### config.mk
export PLATFORM = sky130hd
export DESIGN_NAME = i2c_scl_gen
export DESIGN_NICKNAME = d
export VERILOG_FILES = /design/src/rtl/scl_gen_pkg.sv /design/src/rtl/scl_cfg_reg.sv /design/src/rtl/scl_phase_len.sv /design/src/rtl/scl_phase_ctrl.sv /design/src/rtl/scl_master_flag.sv /design/src/rtl/i2c_scl_gen.sv
export SDC_FILE = /design/constraint.sdc
export NUM_CORES = 1
export LEC_CHECK = 0
export ABC_AREA = 1
export BUFFER_PORTS_ARGS = -buffer_cell sky130_fd_sc_hd__buf_2
export CAP_MARGIN = 20
export CORE_UTILIZATION = 57
export CTS_BUF_LIST = sky130_fd_sc_hd__clkbuf_4 sky130_fd_sc_hd__clkbuf_8 sky130_fd_sc_hd__clkbuf_16
export DETAILED_ROUTE_END_ITERATION = 16
export PLACE_DENSITY_LB_ADDON = 0.25
export SLEW_MARGIN = 25
export SYNTH_ARGS = -nofsm -noshare
export SYNTH_HDL_FRONTEND = slang
export SYNTH_SLANG_ARGS = --single-unit
export TNS_END_PERCENT = 5
### constraint.sdc
create_clock -name clk -period 12.3 [get_ports clk]
set_input_delay 2.46 -clock clk [delete_from_list [all_inputs] [get_ports clk]]
set_output_delay 2.46 -clock clk [all_outputs]
set_load 0.01 [all_outputs]
### src/rtl/scl_gen_pkg.sv
package scl_gen_pkg;
  localparam int CFG_W    = 16;
  localparam int CNT_W    = 12;
  localparam int FAST_BIT = 15;
  localparam int DUTY_BIT = 14;
  localparam int MIN_STD  = 4;
  localparam int MIN_FD1  = 1;
  localparam int HI_MUL_FD1 = 9;
  localparam int LO_MUL_FD1 = 16;

  typedef enum logic [1:0] {
    PH_IDLE = 2'd0,
    PH_LOW  = 2'd1,
    PH_HIGH = 2'd2
  } phase_e;
endpackage

### src/rtl/scl_cfg_reg.sv
module scl_cfg_reg
  import scl_gen_pkg::*;
#(
  parameter int CNT_W_P = CNT_W
) (
  input  logic               clk,
  input  logic               rst_n,
  input  logic               enable,
  input  logic               cfg_wr,
  input  logic [CFG_W-1:0]   cfg_wdata,
  output logic [CFG_W-1:0]   cfg_rdata,
  output logic               fast_sel,
  output logic               duty_sel,
  output logic [CNT_W_P-1:0] count
);
  localparam int PAD_W = CFG_W - 2 - CNT_W_P;

  logic               fast_q, fast_d;
  logic               duty_q, duty_d;
  logic [CNT_W_P-1:0] cnt_q, cnt_d;
  logic               wr_en;

  assign wr_en = cfg_wr && !enable;

  always_comb begin
    fast_d = fast_q;
    duty_d = duty_q;
    cnt_d  = cnt_q;
    if (wr_en) begin
      fast_d = cfg_wdata[FAST_BIT];
      duty_d = cfg_wdata[DUTY_BIT];
      cnt_d  = cfg_wdata[CNT_W_P-1:0];
    end
  end

  always_ff @(posedge clk or negedge rst_n) begin
    if (!rst_n) begin
      fast_q <= 1'b0;
      duty_q <= 1'b0;
      cnt_q  <= '0;
    end else if (wr_en) begin
      fast_q <= fast_d;
      duty_q <= duty_d;
      cnt_q  <= cnt_d;
    end
  end

  assign cfg_rdata = {fast_q, duty_q, {PAD_W{1'b0}}, cnt_q};
  assign fast_sel  = fast_q;
  assign duty_sel  = duty_q;
  assign count     = cnt_q;

  // configuration frozen while the peripheral is enabled
  a_r3_frozen_when_enabled: assert property (@(posedge clk) disable iff (!rst_n)
    enable |=> ($stable(cnt_q) && $stable(fast_q) && $stable(duty_q)));

  // reserved bits of the readback stay zero
  a_r2_reserved_zero: assert property (@(posedge clk) disable iff (!rst_n)
    cfg_rdata[13:12] == 2'b00);
endmodule

### src/rtl/scl_phase_len.sv
module scl_phase_len
  import scl_gen_pkg::*;
#(
  parameter int CNT_W_P = CNT_W,
  localparam int PH_W   = CNT_W_P + 4
) (
  input  logic               fast_sel,
  input  logic               duty_sel,
  input  logic [CNT_W_P-1:0] count,
  output logic [PH_W-1:0]    high_len,
  output logic [PH_W-1:0]    low_len
);
  logic [CNT_W_P-1:0] min_cnt;
  logic [CNT_W_P-1:0] eff_cnt;
  logic [PH_W-1:0]    eff_w;
  logic               ratio_9_16;

  assign ratio_9_16 = fast_sel && duty_sel;

  always_comb begin
    min_cnt = ratio_9_16 ? CNT_W_P'(MIN_FD1) : CNT_W_P'(MIN_STD);
    eff_cnt = (count < min_cnt) ? min_cnt : count;
    eff_w   = PH_W'(eff_cnt);
  end

  always_comb begin
    if (!fast_sel) begin
      high_len = eff_w;
      low_len  = eff_w;
    end else if (!duty_sel) begin
      high_len = eff_w;
      low_len  = eff_w << 1;
    end else begin
      high_len = (eff_w << 3) + eff_w;
      low_len  = eff_w << 4;
    end
  end

  // no phase shorter than the clamped minimum
  always_comb begin
    a_r7_min_len: assert (high_len >= PH_W'(1) && low_len >= PH_W'(1));
  end
endmodule

### src/rtl/scl_phase_ctrl.sv
module scl_phase_ctrl
  import scl_gen_pkg::*;
#(
  parameter int PH_W = CNT_W + 4
) (
  input  logic            clk,
  input  logic            rst_n,
  input  logic            active,
  input  logic            scl_in,
  input  logic [PH_W-1:0] high_len,
  input  logic [PH_W-1:0] low_len,
  output logic            scl_drive_low,
  output logic            scl_fall_stb,
  output logic            scl_rise_stb
);
  phase_e          state_q, state_d;
  logic [PH_W-1:0] cnt_q, cnt_d;
  logic            low_done, high_done;

  assign low_done  = (cnt_q == low_len - PH_W'(1));
  assign high_done = (cnt_q == high_len - PH_W'(1));

  always_comb begin
    state_d = state_q;
    cnt_d   = cnt_q;
    if (!active) begin
      state_d = PH_IDLE;
      cnt_d   = '0;
    end else begin
      unique case (state_q)
        PH_IDLE: begin
          state_d = PH_LOW;
          cnt_d   = '0;
        end
        PH_LOW: begin
          if (low_done) begin
            state_d = PH_HIGH;
            cnt_d   = '0;
          end else begin
            cnt_d = cnt_q + PH_W'(1);
          end
        end
        PH_HIGH: begin
          if (scl_in) begin
            if (high_done) begin
              state_d = PH_LOW;
              cnt_d   = '0;
            end else begin
              cnt_d = cnt_q + PH_W'(1);
            end
          end
        end
        default: begin
          state_d = PH_IDLE;
          cnt_d   = '0;
        end
      endcase
    end
  end

  always_ff @(posedge clk or negedge rst_n) begin
    if (!rst_n) begin
      state_q <= PH_IDLE;
      cnt_q   <= '0;
    end else begin
      state_q <= state_d;
      cnt_q   <= cnt_d;
    end
  end

  assign scl_drive_low = (state_q == PH_LOW);
  assign scl_fall_stb  = (state_q == PH_LOW) && (cnt_q == '0);
  assign scl_rise_stb  = (state_q == PH_HIGH) && (cnt_q == '0) && scl_in;

  // low counter never passes the programmed low length
  a_r4_low_bound: assert property (@(posedge clk) disable iff (!rst_n)
    (state_q == PH_LOW) |-> (cnt_q < low_len));

  // dropping the request releases the line on the next cycle
  a_r8_release: assert property (@(posedge clk) disable iff (!rst_n)
    !active |=> !scl_drive_low);

  // a stretched line holds the high counter
  a_r10_stretch_hold: assert property (@(posedge clk) disable iff (!rst_n)
    (active && state_q == PH_HIGH && !scl_in) |=> $stable(cnt_q));

  // strobes are single-cycle and exclusive
  a_r9_strobe_excl: assert property (@(posedge clk) disable iff (!rst_n)
    !(scl_fall_stb && scl_rise_stb));
  a_r9_fall_single: assert property (@(posedge clk) disable iff (!rst_n)
    scl_fall_stb |=> !scl_fall_stb);
endmodule

### src/rtl/scl_master_flag.sv
module scl_master_flag (
  input  logic clk,
  input  logic rst_n,
  input  logic enable,
  input  logic start_evt,
  input  logic stop_evt,
  input  logic arb_lost,
  output logic master_mode
);
  logic flag_q, flag_d;
  logic clr;

  assign clr = stop_evt || arb_lost || !enable;

  always_comb begin
    flag_d = flag_q;
    if (clr)            flag_d = 1'b0;
    else if (start_evt) flag_d = 1'b1;
  end

  always_ff @(posedge clk or negedge rst_n) begin
    if (!rst_n) flag_q <= 1'b0;
    else        flag_q <= flag_d;
  end

  assign master_mode = flag_q;

  // any clear source drops the flag one cycle later
  a_r11_clear: assert property (@(posedge clk) disable iff (!rst_n)
    (stop_evt || arb_lost || !enable) |=> !master_mode);
  // start while enabled and not cleared raises the flag
  a_r11_set: assert property (@(posedge clk) disable iff (!rst_n)
    (enable && start_evt && !stop_evt && !arb_lost) |=> master_mode);
endmodule

### src/rtl/i2c_scl_gen.sv
module i2c_scl_gen
  import scl_gen_pkg::*;
#(
  parameter int CNT_W_P = CNT_W,
  localparam int PH_W   = CNT_W_P + 4
) (
  input  logic             clk,
  input  logic             rst_n,
  input  logic             enable,
  input  logic             cfg_wr,
  input  logic [CFG_W-1:0] cfg_wdata,
  output logic [CFG_W-1:0] cfg_rdata,
  input  logic             run,
  input  logic             scl_in,
  input  logic             start_evt,
  input  logic             stop_evt,
  input  logic             arb_lost,
  output logic             scl_drive_low,
  output logic             scl_fall_stb,
  output logic             scl_rise_stb,
  output logic             master_mode
);
  logic               fast_sel, duty_sel;
  logic [CNT_W_P-1:0] count;
  logic [PH_W-1:0]    high_len, low_len;
  logic               active;

  assign active = enable && run;

  scl_cfg_reg #(.CNT_W_P(CNT_W_P)) u_cfg (
    .clk       (clk),
    .rst_n     (rst_n),
    .enable    (enable),
    .cfg_wr    (cfg_wr),
    .cfg_wdata (cfg_wdata),
    .cfg_rdata (cfg_rdata),
    .fast_sel  (fast_sel),
    .duty_sel  (duty_sel),
    .count     (count)
  );

  scl_phase_len #(.CNT_W_P(CNT_W_P)) u_len (
    .fast_sel (fast_sel),
    .duty_sel (duty_sel),
    .count    (count),
    .high_len (high_len),
    .low_len  (low_len)
  );

  scl_phase_ctrl #(.PH_W(PH_W)) u_phase (
    .clk           (clk),
    .rst_n         (rst_n),
    .active        (active),
    .scl_in        (scl_in),
    .high_len      (high_len),
    .low_len       (low_len),
    .scl_drive_low (scl_drive_low),
    .scl_fall_stb  (scl_fall_stb),
    .scl_rise_stb  (scl_rise_stb)
  );

  scl_master_flag u_flag (
    .clk         (clk),
    .rst_n       (rst_n),
    .enable      (enable),
    .start_evt   (start_evt),
    .stop_evt    (stop_evt),
    .arb_lost    (arb_lost),
    .master_mode (master_mode)
  );
endmodule

* After elaboration in Yosys (flattened, before gate mapping)
Cells that the tools add are included.
Storage, ports and cells: output and inout port bits 20, flip-flop bits (word level) 33
Cells by class: $add $sub $neg 4, eq/ne operators 7, multiplexer cells 18, reduce and logical (&&, ||, !) cells 13, order comparisons 1
Operator list (number):
- $mux W16 | 8
- $eq A16 B16 Y1 | 2
- $pmux W16 S2 | 1
- $sub A16 B1 Y16 const B | 2
- $add A15 B12 Y16 | 1
- $add A16 B1 Y16 const B | 1
- $logic_not A16 Y1 | 1
- $lt A12 B12 Y1 | 1
- $mux W12 | 1
- $ne A3 B3 Y1 const B | 3
- $mux W2 | 4
- $logic_and A1 B1 Y1 | 6
- $pmux W2 S3 | 1
- $mux W3 | 1
- $reduce_and A3 Y1 | 1
- $eq A2 B1 Y1 const B | 1
- $eq A2 B2 Y1 const B | 1
- $logic_not A2 Y1 | 1
- $logic_or A1 B1 Y1 | 2
- $mux W1 | 2
- $reduce_bool A2 Y1 | 1
- $logic_not A1 Y1 | 1

* Longest topological paths before layout
word-level depth 13, mapped depth 37, mapped depth without buffers 35

* Cells and area by module
A second synthesis with hierarchy kept.
Unflattened totals: cells, all modules 703, area, all modules 4314.1 um^2
Modules (own cells, without submodules):
- scl_phase_ctrl | seq. area each 450.4 um^2, area an instance 2531.2 um^2, cells each 421, times used 1
- scl_phase_len | seq. area each 0.0 um^2, area an instance 1052.3 um^2, cells each 197, times used 1
- scl_cfg_reg | seq. area each 350.3 um^2, area an instance 683.2 um^2, cells each 78, times used 1
- scl_master_flag | seq. area each 25.0 um^2, area an instance 40.0 um^2, cells each 5, times used 1
- i2c_scl_gen | seq. area each 0.0 um^2, area an instance 7.5 um^2, cells each 2, times used 1

* Worst setup path after synthesis
No wires, ideal clock.
kind in2out, from input port scl_in, to output port scl_rise_stb, arrival time 2.676 ns, cell stages on the path 2, data required time 9.840 ns, buffers on the path 0, setup slack 7.164 ns, path through nand2_1 -> nor2_1
On the way: longest elaborated chain between the ends 1
RTL lines:
- from (decl) | line i2c_scl_gen.sv:14 | input logic scl_in,
- $logic_and A1 B1 Y1 | line scl_phase_ctrl.sv:73 | assign scl_rise_stb = (state_q == PH_HIGH) && (cnt_q == '0) && scl_in;
- to (decl) | line i2c_scl_gen.sv:20 | output logic scl_rise_stb,
No other way between the ends.

* Worst setup path in the final report
Same ends and word-level chain as after synthesis.

==> results.txt <==
Final setup viols - 0
Most common cell on crit path - buf_2
Crit start category - input pin
# diodes - 0
Worst-path cell chain - buf_2, nand2_1, nor2_1, buf_2
Placer Congestion - 0.925
Tot GR Track Use - 0.284
Max Transition Viols Final - 0
Placed cell count - 723
Rel. slew slack - 0.483
Number of I/O port buffers - 40
CP Capture Type - primary output
Synth Register Bits - 33
Fmax - 189 MHz
Post-route antenna net violation count - 0
Peak supply drop - 75.8 uV
Worst setup path startpoint - scl_in
Register area share after synthesis - 0.208
Filler cells - 648
Post-Layout Cell Count - 731
Synth Warn # - 0
Average size of a mapped cell - 6.37 um2
Drt pass-1 iters - 5
Largest family of logic cells by synthesized area - simple AND/OR/NAND/NOR gates
Grt ovf - 0
Width of the die - 85.5 um
Slew @ Worst Pin - 0.774 ns
Number of max-cap violations - 0
Crit path kind - input pin to primary output
Minimum clock period - 5.28 ns
Largest net degree at the start of global routing - 34
Clk_skew - 0.00250 ns
Hold path startpoint - u_flag.master_mode$_DFFE_PN0P_
Worst reg2reg startpoint - u_cfg.fast_sel$_DFFE_PN0P_
DR vias/cell - 5.43
Worst-path fanout max - 2
Slowest CP cell - buf_2
Clock Latency Late Sink - 0.29 ns
Synthesized instance count - 624
RSZ-0062 raised after global routing - no
Cts repair resizes - 0
Post-synthesis cell area - 0.00398 mm2
Clock sinks - 33
Fin nets - 687
Adder-cell share of the synthesized area - 0.0378
Critical Path RT - 9.84 ns
Final hold violation count - 0
R2r setup slk - 7.41 ns
Die Span Y - 85.5 um
Mux share of post-synthesis cell area - 0.00850
Total CTS buffers - 5
Synth top area share - 0.208
# DRC - 0
Vias in the first global route - 3,685
Post-Route WL - 9790 um
Clk buf depth - 2
Status - completed
Synth top area cells - dfrtp_1, nand2_1, xor2_1, inv_1, nor2_1
Root buf cell - clkbuf_8
Tcrit/Tclk final - 0.429
Pleak - 2.11 nW
Post-synth top area cell - dfrtp_1
Compound-cell area share of the yosys netlist - 0.116
Area of the core - 0.00676 mm2
Layout cells sized above 1 - 0.154
Distinct cells, synth - 45
Io pins - 45
Via Count - 3,971
Starting DRT DRC Count - 275
Crit path arrival time - 2.82 ns
CP max stage delay - 0.13 ns
Final HPWL from detailed placement - 7690 um
First-pass GRT wire length - 16,700 um
Setup TNS - 0 ns
CTS tree - done
Hold crit path type - flip-flop to flip-flop
Clock-pin slew on the worst setup and hold paths - 0.07 ns
Hold_buf cts - 0
Post-synthesis simple-gate area fraction - 0.403
Routed len/inst - 13.4 um
Number of antenna violations at the first check in global routing - 0
Tot Pwr - 0.474 mW
Area Overhead vs Synth - 7.18%
FP Rows - 30
Die ar. - 0.00731 mm2
Post-CTS setup buffer count - 0
Cell Pwr Density - 111 mW/mm2
H-tree depth - 2
Synth Area in XOR/XNOR - 0.108
Initial Utilization - 0.588
-- cell type report --
cell class	instances	area [um2]	area share
timing repair buffer	41	208	0.0488
inverter	86	325	0.0764
clock inverter	1	30.0	0.00705
clock buffer	7	90.1	0.0211
tap	80	100	0.0235
multi-input combinational	483	2680	0.629
sequential	33	826	0.194
-- synthesized netlist by cell type, drive strengths merged --
master and count:
dfrtp 33, a22oi 3, conb 1, xnor2 8, o22ai 6, nand3 66
and3 1, o221ai 1, or2 1, nor4 2, nor3b 1, nand4 11
ha 12, a32oi 1, nand3b 2, buf 11, inv 86, o21bai 3
mux2 3, xor2 41, o211ai 1, a21oi 27, or3 1, clkbuf 12
nor2 91, nor3 8, nand2 160, o21ai 27, o21a 4
-- cell families after synthesis --
group                      after synthesis
xor gates and xnor gates                49
AOI/OAI and AO/OA                       73
buffers and inverters                  109
muxes                                    3
DFF                                     33
other                                    1
adders and majority gates               12
and+or+nand+nor                        344
-- path summary, 6_finish.rpt --
check | endpoint | depth (start not counted)
setup / recovery | scl_rise_stb | 4
hold / removal | u_flag.master_mode$_DFFE_PN0P_ | 2
setup reg to reg | u_phase.cnt_q[7]$_DFFE_PN0P_ | 29
hold reg to reg | u_flag.master_mode$_DFFE_PN0P_ | 2
max in group asynchronous | u_cfg.count[8]$_DFFE_PN0P_ | 1
min in group asynchronous | u_phase.cnt_q[14]$_DFFE_PN0P_ | 1
-- worst max-delay path, delay by kind of cell --
kind / cells / cell delay, ns
buffers and inverters: 2 / 0.22
AND/OR/NAND/NOR: 2 / 0.14
-- placed cells by master (no fill, tap or decap), types with 7 or more instances in the layout --
| master | netlist | routed |
|---|---|---|
| buf_2 | 2 | 40 |
| xnor2_1 | 8 | 8 |
| o21ai_0 | 16 | 16 |
| dfrtp_1 | 33 | 33 |
| nand4_1 | 11 | 11 |
| nor2_1 | 82 | 82 |
| nand2_2 | 7 | 7 |
| a21oi_1 | 25 | 25 |
| inv_1 | 83 | 83 |
| nand2_1 | 146 | 146 |
| ha_1 | 12 | 12 |
| nand3_2 | 7 | 7 |
| o21ai_2 | 10 | 10 |
| nand3_1 | 58 | 58 |
| nand2_4 | 7 | 7 |
| xor2_1 | 41 | 41 |
| nor3_1 | 7 | 7 |
-- registers in the layout (all words and copies together) (netlist names) --
signal,flops
u_cfg.count,12
u_cfg.duty_sel,1
u_cfg.fast_sel,1
u_flag.master_mode,1
u_phase.cnt_q,16
u_phase.state_q,2
-- power by group --
part	leakage, nW	internal (mW)	total (mW)	switching, mW
Clock	0.0619	0.0683	0.110	0.0418
Sequential	0.419	0.116	0.133	0.0172
Combinational	1.63	0.0805	0.231	0.150
Total	2.11	0.264	0.474	0.209
-- metal layers --
layer | part of all wire | wire length, um | track usage
met1 | 0.45 | 4430 | 0.366
met2 | 0.49 | 4790 | 0.500
met3 | 0.047 | 456 | 0.0289
met4 | 0.012 | 115 | 0.0909
met5 | 0 | 0 | 0
-- through the flow --
| step | setup slack (ns) | area [um2] | util | hold WS [ns] |
|---|---|---|---|---|
| 2_1_floorplan | 7.16 | 3980 | - | 0.492 |
| 3_3_place_gp | 7.03 | 4140 | 0.613 | 0.507 |
| 3_5_place_dp | 7.02 | 4140 | 0.613 | 0.533 |
| 4_1_cts | 7.02 | 4260 | 0.631 | 0.549 |
| 5_1_grt | 6.87 | 4260 | 0.631 | 0.586 |
| 6_report | 7.02 | 4260 | 0.631 | 0.546 |
Power figures use the tool's default switching activity.
